### config.mk
export PLATFORM = sky130hd
export DESIGN_NAME = exposure_reset_seq
export DESIGN_NICKNAME = d
export VERILOG_FILES = /design/src/rtl/exr_pkg.sv /design/src/rtl/exr_rst_sync.sv /design/src/rtl/exr_timer.sv /design/src/rtl/exr_slot.sv /design/src/rtl/exposure_reset_seq.sv
export SDC_FILE = /design/constraint.sdc
export NUM_CORES = 1
export LEC_CHECK = 0
export BUFFER_PORTS_ARGS = -buffer_cell sky130_fd_sc_hd__buf_4
export CAP_MARGIN = 20
export CORE_ASPECT_RATIO = 0.5
export CORE_MARGIN = 4
export CORE_UTILIZATION = 25
export CTS_CLUSTER_SIZE = 30
export DETAILED_ROUTE_END_ITERATION = 16
export SLEW_MARGIN = 20
export SYNTH_ARGS = -nofsm -noshare
export SYNTH_HDL_FRONTEND = slang
export SYNTH_SLANG_ARGS = --single-unit
### constraint.sdc
create_clock -name clk -period 7.8 [get_ports clk]
set_input_delay 1.17 -clock clk [delete_from_list [all_inputs] [get_ports clk]]
set_output_delay 1.17 -clock clk [all_outputs]
set_load 0.01 [all_outputs]
### src/rtl/exr_pkg.sv
package exr_pkg;
  typedef enum logic [1:0] {
    EXR_IDLE = 2'd0,
    EXR_INT  = 2'd1,
    EXR_RO   = 2'd2
  } exr_state_e;
endpackage

### src/rtl/exr_rst_sync.sv
module exr_rst_sync (
  input  logic clk,
  input  logic arst_n,
  output logic srst_n
);
  logic [1:0] sync_q;

  always_ff @(posedge clk or negedge arst_n) begin
    if (!arst_n) sync_q <= 2'b00;
    else         sync_q <= {sync_q[0], 1'b1};
  end

  assign srst_n = sync_q[1];
endmodule

### src/rtl/exr_timer.sv
module exr_timer
  import exr_pkg::*;
#(
  parameter int CW = 16
) (
  input  logic          clk,
  input  logic          rst_n,
  input  logic          frame_start,
  input  logic          par_mode,
  input  logic [CW-1:0] int_len,
  output logic [CW-1:0] tcnt,
  output logic          int_act,
  output logic          ro_start,
  output logic          last_cyc
);
  exr_state_e    st_q, st_d;
  logic [CW-1:0] t_q, t_d;
  logic          ro_q, ro_d;
  logic          t_en;
  logic [CW:0]   t_plus;

  assign t_plus   = {1'b0, t_q} + {{CW{1'b0}}, 1'b1};
  assign last_cyc = (st_q == EXR_INT) && (t_plus >= {1'b0, int_len});
  assign t_en     = (st_q != EXR_IDLE) || frame_start;

  always_comb begin
    st_d = st_q;
    t_d  = t_q;
    ro_d = 1'b0;
    unique case (st_q)
      EXR_IDLE: begin
        if (frame_start) begin
          st_d = EXR_INT;
          t_d  = '0;
        end
      end
      EXR_INT: begin
        if (last_cyc) begin
          ro_d = 1'b1;
          t_d  = '0;
          st_d = par_mode ? EXR_INT : EXR_RO;
        end else begin
          t_d  = t_plus[CW-1:0];
        end
      end
      EXR_RO:   st_d = EXR_IDLE;
      default:  st_d = EXR_IDLE;
    endcase
  end

  always_ff @(posedge clk or negedge rst_n) begin
    if (!rst_n) begin
      st_q <= EXR_IDLE;
      ro_q <= 1'b0;
    end else begin
      st_q <= st_d;
      ro_q <= ro_d;
    end
  end

  always_ff @(posedge clk or negedge rst_n) begin
    if (!rst_n)    t_q <= '0;
    else if (t_en) t_q <= t_d;
  end

  assign tcnt     = t_q;
  assign int_act  = (st_q == EXR_INT);
  assign ro_start = ro_q;

  a_r2_launch: assert property (@(posedge clk) disable iff (!rst_n)
    (st_q == EXR_IDLE && frame_start) |=> (int_act && tcnt == '0));
  a_r8_seq_readout: assert property (@(posedge clk) disable iff (!rst_n)
    (last_cyc && !par_mode) |=> (ro_start && !int_act));
  a_r9_par_readout: assert property (@(posedge clk) disable iff (!rst_n)
    (last_cyc && par_mode) |=> (ro_start && int_act && tcnt == '0));
  a_r10_busy_step: assert property (@(posedge clk) disable iff (!rst_n)
    (int_act && !last_cyc) |=> (int_act && tcnt == CW'($past(tcnt) + 1'b1)));
endmodule

### src/rtl/exr_slot.sv
module exr_slot #(
  parameter int CW = 16
) (
  input  logic          en,
  input  logic          int_act,
  input  logic [CW-1:0] tcnt,
  input  logic [CW-1:0] int_len,
  input  logic [CW-1:0] off,
  input  logic [CW-1:0] wid,
  output logic          hit,
  output logic          started,
  output logic          drop
);
  logic [CW:0] end_x;
  logic        fits, elig;

  assign end_x   = {1'b0, off} + {1'b0, wid};
  assign fits    = end_x <= {1'b0, int_len};
  assign drop    = en && !fits;
  assign elig    = en && fits && (wid != '0);
  assign started = int_act && elig && (tcnt >= off);
  assign hit     = started && ({1'b0, tcnt} < end_x);
endmodule

### src/rtl/exposure_reset_seq.sv
module exposure_reset_seq
  import exr_pkg::*;
#(
  parameter  int NSEC = 4,
  parameter  int CW   = 16,
  localparam int LW   = $clog2(NSEC + 1)
) (
  input  logic               clk,
  input  logic               rst_n,
  input  logic               frame_start,
  input  logic               par_mode,
  input  logic [CW-1:0]      int_len,
  input  logic [CW-1:0]      main_w,
  input  logic [LW-1:0]      sec_num,
  input  logic [NSEC*CW-1:0] sec_off,
  input  logic [NSEC*CW-1:0] sec_wid,
  output logic               rst_main_o,
  output logic               rst_sec_o,
  output logic [LW-1:0]      lvl_o,
  output logic               int_act_o,
  output logic               ro_start_o,
  output logic               sched_err_o
);
  logic            srst_n;
  logic [CW-1:0]   tcnt;
  logic            int_act, ro_start, last_cyc;
  logic [NSEC-1:0] en_v, hit_v, started_v, drop_v;
  logic            main_on, err_q, err_set;
  logic [LW-1:0]   lvl;

  exr_rst_sync u_rsync (
    .clk    (clk),
    .arst_n (rst_n),
    .srst_n (srst_n)
  );

  exr_timer #(.CW(CW)) u_timer (
    .clk         (clk),
    .rst_n       (srst_n),
    .frame_start (frame_start),
    .par_mode    (par_mode),
    .int_len     (int_len),
    .tcnt        (tcnt),
    .int_act     (int_act),
    .ro_start    (ro_start),
    .last_cyc    (last_cyc)
  );

  for (genvar g = 0; g < NSEC; g++) begin : g_slot
    assign en_v[g] = (int'(sec_num) > g);
    exr_slot #(.CW(CW)) u_slot (
      .en      (en_v[g]),
      .int_act (int_act),
      .tcnt    (tcnt),
      .int_len (int_len),
      .off     (sec_off[g*CW +: CW]),
      .wid     (sec_wid[g*CW +: CW]),
      .hit     (hit_v[g]),
      .started (started_v[g]),
      .drop    (drop_v[g])
    );
  end

  assign main_on = int_act && (tcnt < main_w);

  always_comb begin
    lvl = '0;
    for (int i = 0; i < NSEC; i++) lvl = lvl + LW'(started_v[i]);
  end

  assign err_set = int_act && (tcnt == '0) && (|drop_v);

  always_ff @(posedge clk or negedge srst_n) begin
    if (!srst_n)      err_q <= 1'b0;
    else if (err_set) err_q <= 1'b1;
  end

  assign rst_main_o  = main_on;
  assign rst_sec_o   = (|hit_v) && !main_on;
  assign lvl_o       = lvl;
  assign int_act_o   = int_act;
  assign ro_start_o  = ro_start;
  assign sched_err_o = err_q;

  a_r3_main_at_start: assert property (@(posedge clk) disable iff (!srst_n)
    (int_act && tcnt == '0 && main_w != '0) |-> rst_main_o);
  a_r4_sec_in_window: assert property (@(posedge clk) disable iff (!srst_n)
    rst_sec_o |-> int_act_o);
  a_r5_main_wins: assert property (@(posedge clk) disable iff (!srst_n)
    rst_main_o |-> !rst_sec_o);
  a_r6_lvl_idle_zero: assert property (@(posedge clk) disable iff (!srst_n)
    !int_act_o |-> (lvl_o == '0));
  a_r6_lvl_no_fall: assert property (@(posedge clk) disable iff (!srst_n)
    (int_act && !last_cyc) |=> (lvl_o >= $past(lvl_o)));
  a_r7_err_sticky: assert property (@(posedge clk) disable iff (!srst_n)
    sched_err_o |=> sched_err_o);
endmodule

==> Yosys cells after proc, flatten, opt, wreduce, memory -nomap -nowiden <==
Cells that the tools add are included.
W data, S select, Z words.
{ "totals": {"register_bits": 22, "inputBits": 167} }
{ "op_classes": {"eq_ne": 3, "order_cmp": 18, "n_mux": 9, "add_sub_neg": 8, "n_reduce_logical": 47} }
{ "ops": {"columns": ["op", "count"], "rows": [
  ["$add A16 B16 Y17", 4],
  ["$le A17 B16 Y1", 4],
  ["$lt A16 B17 Y1", 4],
  ["$ge A16 B16 Y1", 4],
  ["$reduce_bool A16 Y1", 4],
  ["$mux W16", 2],
  ["$pmux W16 S2", 1],
  ["$logic_and A1 B1 Y1", 29],
  ["$add A16 B1 Y17 const B", 1],
  ["$ge A17 B16 Y1", 1],
  ["$logic_not A16 Y1", 1],
  ["$lt A16 B16 Y1", 1],
  ["$reduce_or A4 Y1", 2],
  ["$gt A3 B1 Y1 const B", 2],
  ["$gt A3 B2 Y1 const B", 2],
  ["$mux W2", 3],
  ["$logic_not A1 Y1", 5],
  ["$ne A2 B2 Y1 const B", 2],
  ["$pmux W2 S2", 1],
  ["$reduce_bool A2 Y1", 2],
  ["$add A2 B1 Y3", 1],
  ["$add A3 B1 Y3", 1],
  ["$reduce_and A3 Y1", 1],
  ["$add A1 B1 Y2", 1],
  ["5 further kinds", 6]
]} }

==> Logic depth before layout (Yosys ltp) <==
{ "depth": {"word_depth": 9, "mapped_depth": 22, "ltp_nobuf": 22} }

==> Cells and area by module <==
Synthesis repeated with hierarchy kept, for this count alone.
{ "hier_totals": {"cells_unflattened": 1306, "area_unflattened_um2": 10100.9} }
{ "modules_own_cells": {"columns": ["mod", "area_per_inst_um2", "cells_each", "n_inst", "seq_area_each_um2"], "rows": [
  ["exr_slot at g_slot[2].u_slot ...", 2000.7, 258, 2, 0.0],
  ["exr_slot at g_slot[1].u_slot", 1985.7, 267, 1, 0.0],
  ["exr_slot at g_slot[0].u_slot", 1971.9, 268, 1, 0.0],
  ["exr_timer", 1532.7, 176, 1, 475.5],
  ["exposure_reset_seq", 555.5, 76, 1, 25.0],
  ["exr_rst_sync", 53.8, 3, 1, 50.0]
]} }

==> Least setup slack after synthesis <==
Ideal clock, no wire load.
{ "synth_path": {"path_type": "input port to output port", "startpoint": "input port sec_off[49]", "endpoint": "output port lvl_o[1]", "t_arrival_ps": 5853, "n_path_buf": 0, "path_stages": 21, "t_required_ps": 6630, "path_slack_ps": 777, "path_cell_list": "ha_1 a21o_1 a21oi_2 nor2b_1 o21a_1 o22a_2 a221o_1 or3_1 a31oi_2 xnor2_1 ha_1 or4_1 a221oi_2 o21ai_1 o32ai_1 o211ai_1 or3_4 fa_1 inv_1 ha_1 ha_1"} }
{ "synth_between": {"elab_chain_len": 7} }
{ "synth_rtl": {"columns": ["element", "line_no", "text"], "rows": [
  ["start, declared", "exposure_reset_seq.sv:15", "input logic [NSEC*CW-1:0] sec_off,"],
  ["$add A16 B16 Y17", "exr_slot.sv:17", "assign end_x = {1'b0, off} + {1'b0, wid};"],
  ["$le A17 B16 Y1", "exr_slot.sv:18", "assign fits = end_x <= {1'b0, int_len};"],
  ["$logic_and A1 B1 Y1 (2 in series)", "exr_slot.sv:20", "assign elig = en && fits && (wid != '0);"],
  ["$logic_and A1 B1 Y1", "exr_slot.sv:21", "assign started = int_act && elig && (tcnt >= off);"],
  ["$logic_and A1 B1 Y1 *", "exr_slot.sv:21", null],
  ["$add A3 B1 Y3 *", "exposure_reset_seq.sv:68", "for (int i = 0; i < NSEC; i++) lvl = lvl + LW'(started_v[i]);"],
  ["end, declared", "exposure_reset_seq.sv:19", "output logic [LW-1:0] lvl_o,"]
]} }
Mark *: on every way between the ends. The rest lies on a longest branch, timed or not.

==> Final worst setup path <==
Ends and elaborated chain as after synthesis.

==> run metrics <==
Max Buffers Root-to-Sink=2; area grow syn2layout=22.9%; critical path's top delay family=compound AO/OA/AOI/OAI gates; prevailing post-synth register cell=dfrtp_1; Final Cycle Share=0.965; Pins Over Slew Limit=0; status=completed; CP arrival=6.36 ns; Chip Width=280 um; Period minus WS final=7.53 ns; Core Area=0.0362 mm2; largest net degree at the start of global routing=21; WL final=33.2 mm; Final Cell Area=0.0114 mm2; Slew headroom=0.326; CP Launch Point=sec_off[49]; RSZ-0062 raised after global routing=no; Sink Count=22; slowest stage delay, CP=0.52 ns; routed vias=9308; final setup TNS=0 ns; Post-synth ARST share=1.00; clock latency on the worst-skew pair=0.26 ns; Crit-path slowest cell=or4_1; crit path cell chain=buf_4, ha_1, a21o_1, a21oi_2, nor2b_1, o21a_1, o22a_2, a221o_1, or3_4, a31oi_4, xnor2_1, ha_1, or4_1, a221oi_2, o21ai_1, o32ai_2, o211ai_1, or3_4, fa_1, inv_1, ha_1, ha_1, buf_4; Leak=6.24 nW; die area=0.0404 mm2; Ports=175; Worst EP required=6.63 ns; Cell Area, Placed=0.0113 mm2; Core Util, Final=0.314; Starting Density=0.256; Syn Nets=1638; number of synthesized flops with an enable pin=0; hold buffers post-CTS=0; Hold Fails Final Rpt=0; H-tree levels=1; gr usage total=0.158; endpoints failing setup=0; #FFs+latches synth=22; CP endpoint=lvl_o[1]; crit path max fanout=4; Starting DRT DRC Count=542; Min Hold Slack=0.354 ns; Worst Skew=0.00622 ns; Die Ht=144 um; Synth Cell Area=0.00927 mm2; Seq/Total Area, Yosys=0.0594; r2r endpoint=u_timer.tcnt[12]; max frequency=0.133 GHz; Yosys top cell by area=ha_1; CTS clk-pin slew, worst paths=0.06 ns; VDD IR max=98.9 uV; Worst R2R Path Depth=15; Synthesis Warnings=0; initial antenna violation count=4; DR WL/cell=17.9 um; vias in the first global route=9156; commonest non-fill, non-tap cell in the layout=ha_1; Final nets=1826; routability cong.=0.901; Crit. End Element=primary output; Netlist cell types=70; startpoint types=input pin; TritonCTS clock tree=yes; DRT antenna net count=0; Post-DP HPWL=28.1 mm; area share of the largest cell type after synthesis=0.387; Power Density=131 mW/mm2; Hold Crit Class=register to register; first-pass GRT wire length=50.4 mm; Cell Rows=49; DR DRC count=0; largest cells by area after synthesis=ha_1, inv_1, dfrtp_1, a21oi_1, xnor2_1; Avg Cell Area, Syn=7.86 um2; most frequent CP cell=ha_1; Worst-Margin Slew=1.00 ns; proportion of layout cells with a drive suffix above 1=0.161; critical path type=input pin to primary output; number of buffers created by CTS=3; r2r startpoint=u_timer.tcnt[5]; most frequent cells in the layout=ha_1, buf_4, inv_1, a21oi_1, nor2_1; cell depth of the worst setup path=23; count of input and output buffers=174; hold path depth=0; CTS Root Cell=clkbuf_16; cell count after synthesis=1179; Worst R2R Setup Slack=3.00 ns; first-pass iteration count of the detailed router=5; Max-Cap Viols=0; Avg Vias per Cell=5.02; worst path bufs/invs=3; Fill cells=3927; global route overflow=0
[Yosys cell counts, types with 6 or more instances]
master and count:
nor2b_1 15, nor4_1 20, nand2b_1 17, xnor2_1 47, a21o_1 43, o31a_1 6
a32o_1 12, or2_2 6, o211ai_1 12, xor2_1 27, o21a_1 14, clkbuf_1 6
nor2_1 58, a211oi_1 16, nor3_1 19, o21ai_0 46, and3_1 10, inv_1 174
nand4_1 25, a21oi_1 87, dfrtp_1 22, a31oi_1 9, o2111ai_1 6, ha_1 287
nand2_1 53, o21bai_1 9, o21ai_1 11, a2111oi_0 7, nand3_1 35
[kinds of logic (layout without fill, tap and decap cells)]
group | Yosys count | in the layout | synth area share
flip-flops | 22 | 22 | 0.0594
AND/OR/NAND/NOR | 278 | 278 | 0.154
other | 1 | 4 | 0.000405
buffers and inverters | 182 | 369 | 0.0738
adder cells (fa/ha/maj) | 292 | 292 | 0.398
XOR/XNOR | 74 | 74 | 0.0699
AO/OA/AOI/OAI | 330 | 330 | 0.244
[where the power goes]
group	total (W)	switching [W]	internal, W
clock network	0.000121	0.0000427	0.0000784
logic	0.00117	0.000645	0.000521
registers	0.000208	0.0000747	0.000133
total	0.00149	0.000762	0.000732
[worst reg2reg max path, stage by stage, from the launching register on]
cell and delay (ns):
dfrtp_1 0.98, nand3_1 0.27, nor2_1 0.23, nand2_1 0.07, nor3_1 0.44, nand3_1 0.22
inv_1 0.14, and3_1 0.17, xor2_1 0.20, ha_1 0.28, a21o_1 0.18, a21o_1 0.16
a21oi_1 0.14, o21ai_1 0.14, o21ai_1 0.81, a32o_1 0.29
[repair_timing]
item | CTS | global route
setup endpoints to repair | 0 | 2
gates resized for setup | 0 | 3
setup buffers | 0 | 2
[layout make-up]
class | count | area [um2] | area share
clock buffers | 4 | 88.8 | 0.00780
multi-input cells | 975 | 8060 | 0.707
well taps | 484 | 606 | 0.0532
diodes | 3 | 7.51 | 0.000659
flip-flops and latches | 22 | 551 | 0.0483
repair buffers | 190 | 1430 | 0.125
inverters | 175 | 657 | 0.0577
[sequential cells by signal, indices dropped and copies added, names as in the netlist]
signal	cells
u_timer.tcnt	16
u_timer.st_q	2
u_timer.ro_start	1
sched_err_o	1
u_rsync.sync_q	2
[worst min path at each step]
stage	startpoint	to
detailed placement	u_rsync.sync_q[0]	u_rsync.sync_q[1]
global placement	u_rsync.sync_q[0]	u_rsync.sync_q[1]
floorplan	u_rsync.sync_q[1]	sched_err_o
global route	u_rsync.sync_q[0]	u_rsync.sync_q[1]
finish	u_rsync.sync_q[0]	u_rsync.sync_q[1]
CTS	u_rsync.sync_q[0]	u_rsync.sync_q[1]
[stage by stage]
stage               worst slack, ns  power (W)  instances
floorplan                     0.777   0.000963       1179
global placement              0.227    0.00133       1844
detailed placement            0.142    0.00136       1844
CTS                           0.124    0.00148       1848
global route                 0.0181    0.00167       1853
finish                        0.274    0.00149       1853
[metal layers]
layer	up-vias	wire, um	track usage
met5	-	7	0
met4	2	972	0.0482
met3	49	1250	0.0129
met2	189	16100	0.288
met1	4345	14900	0.202
li1	4723	-	-
No activity file was read; power rests on OpenSTA's default activity.
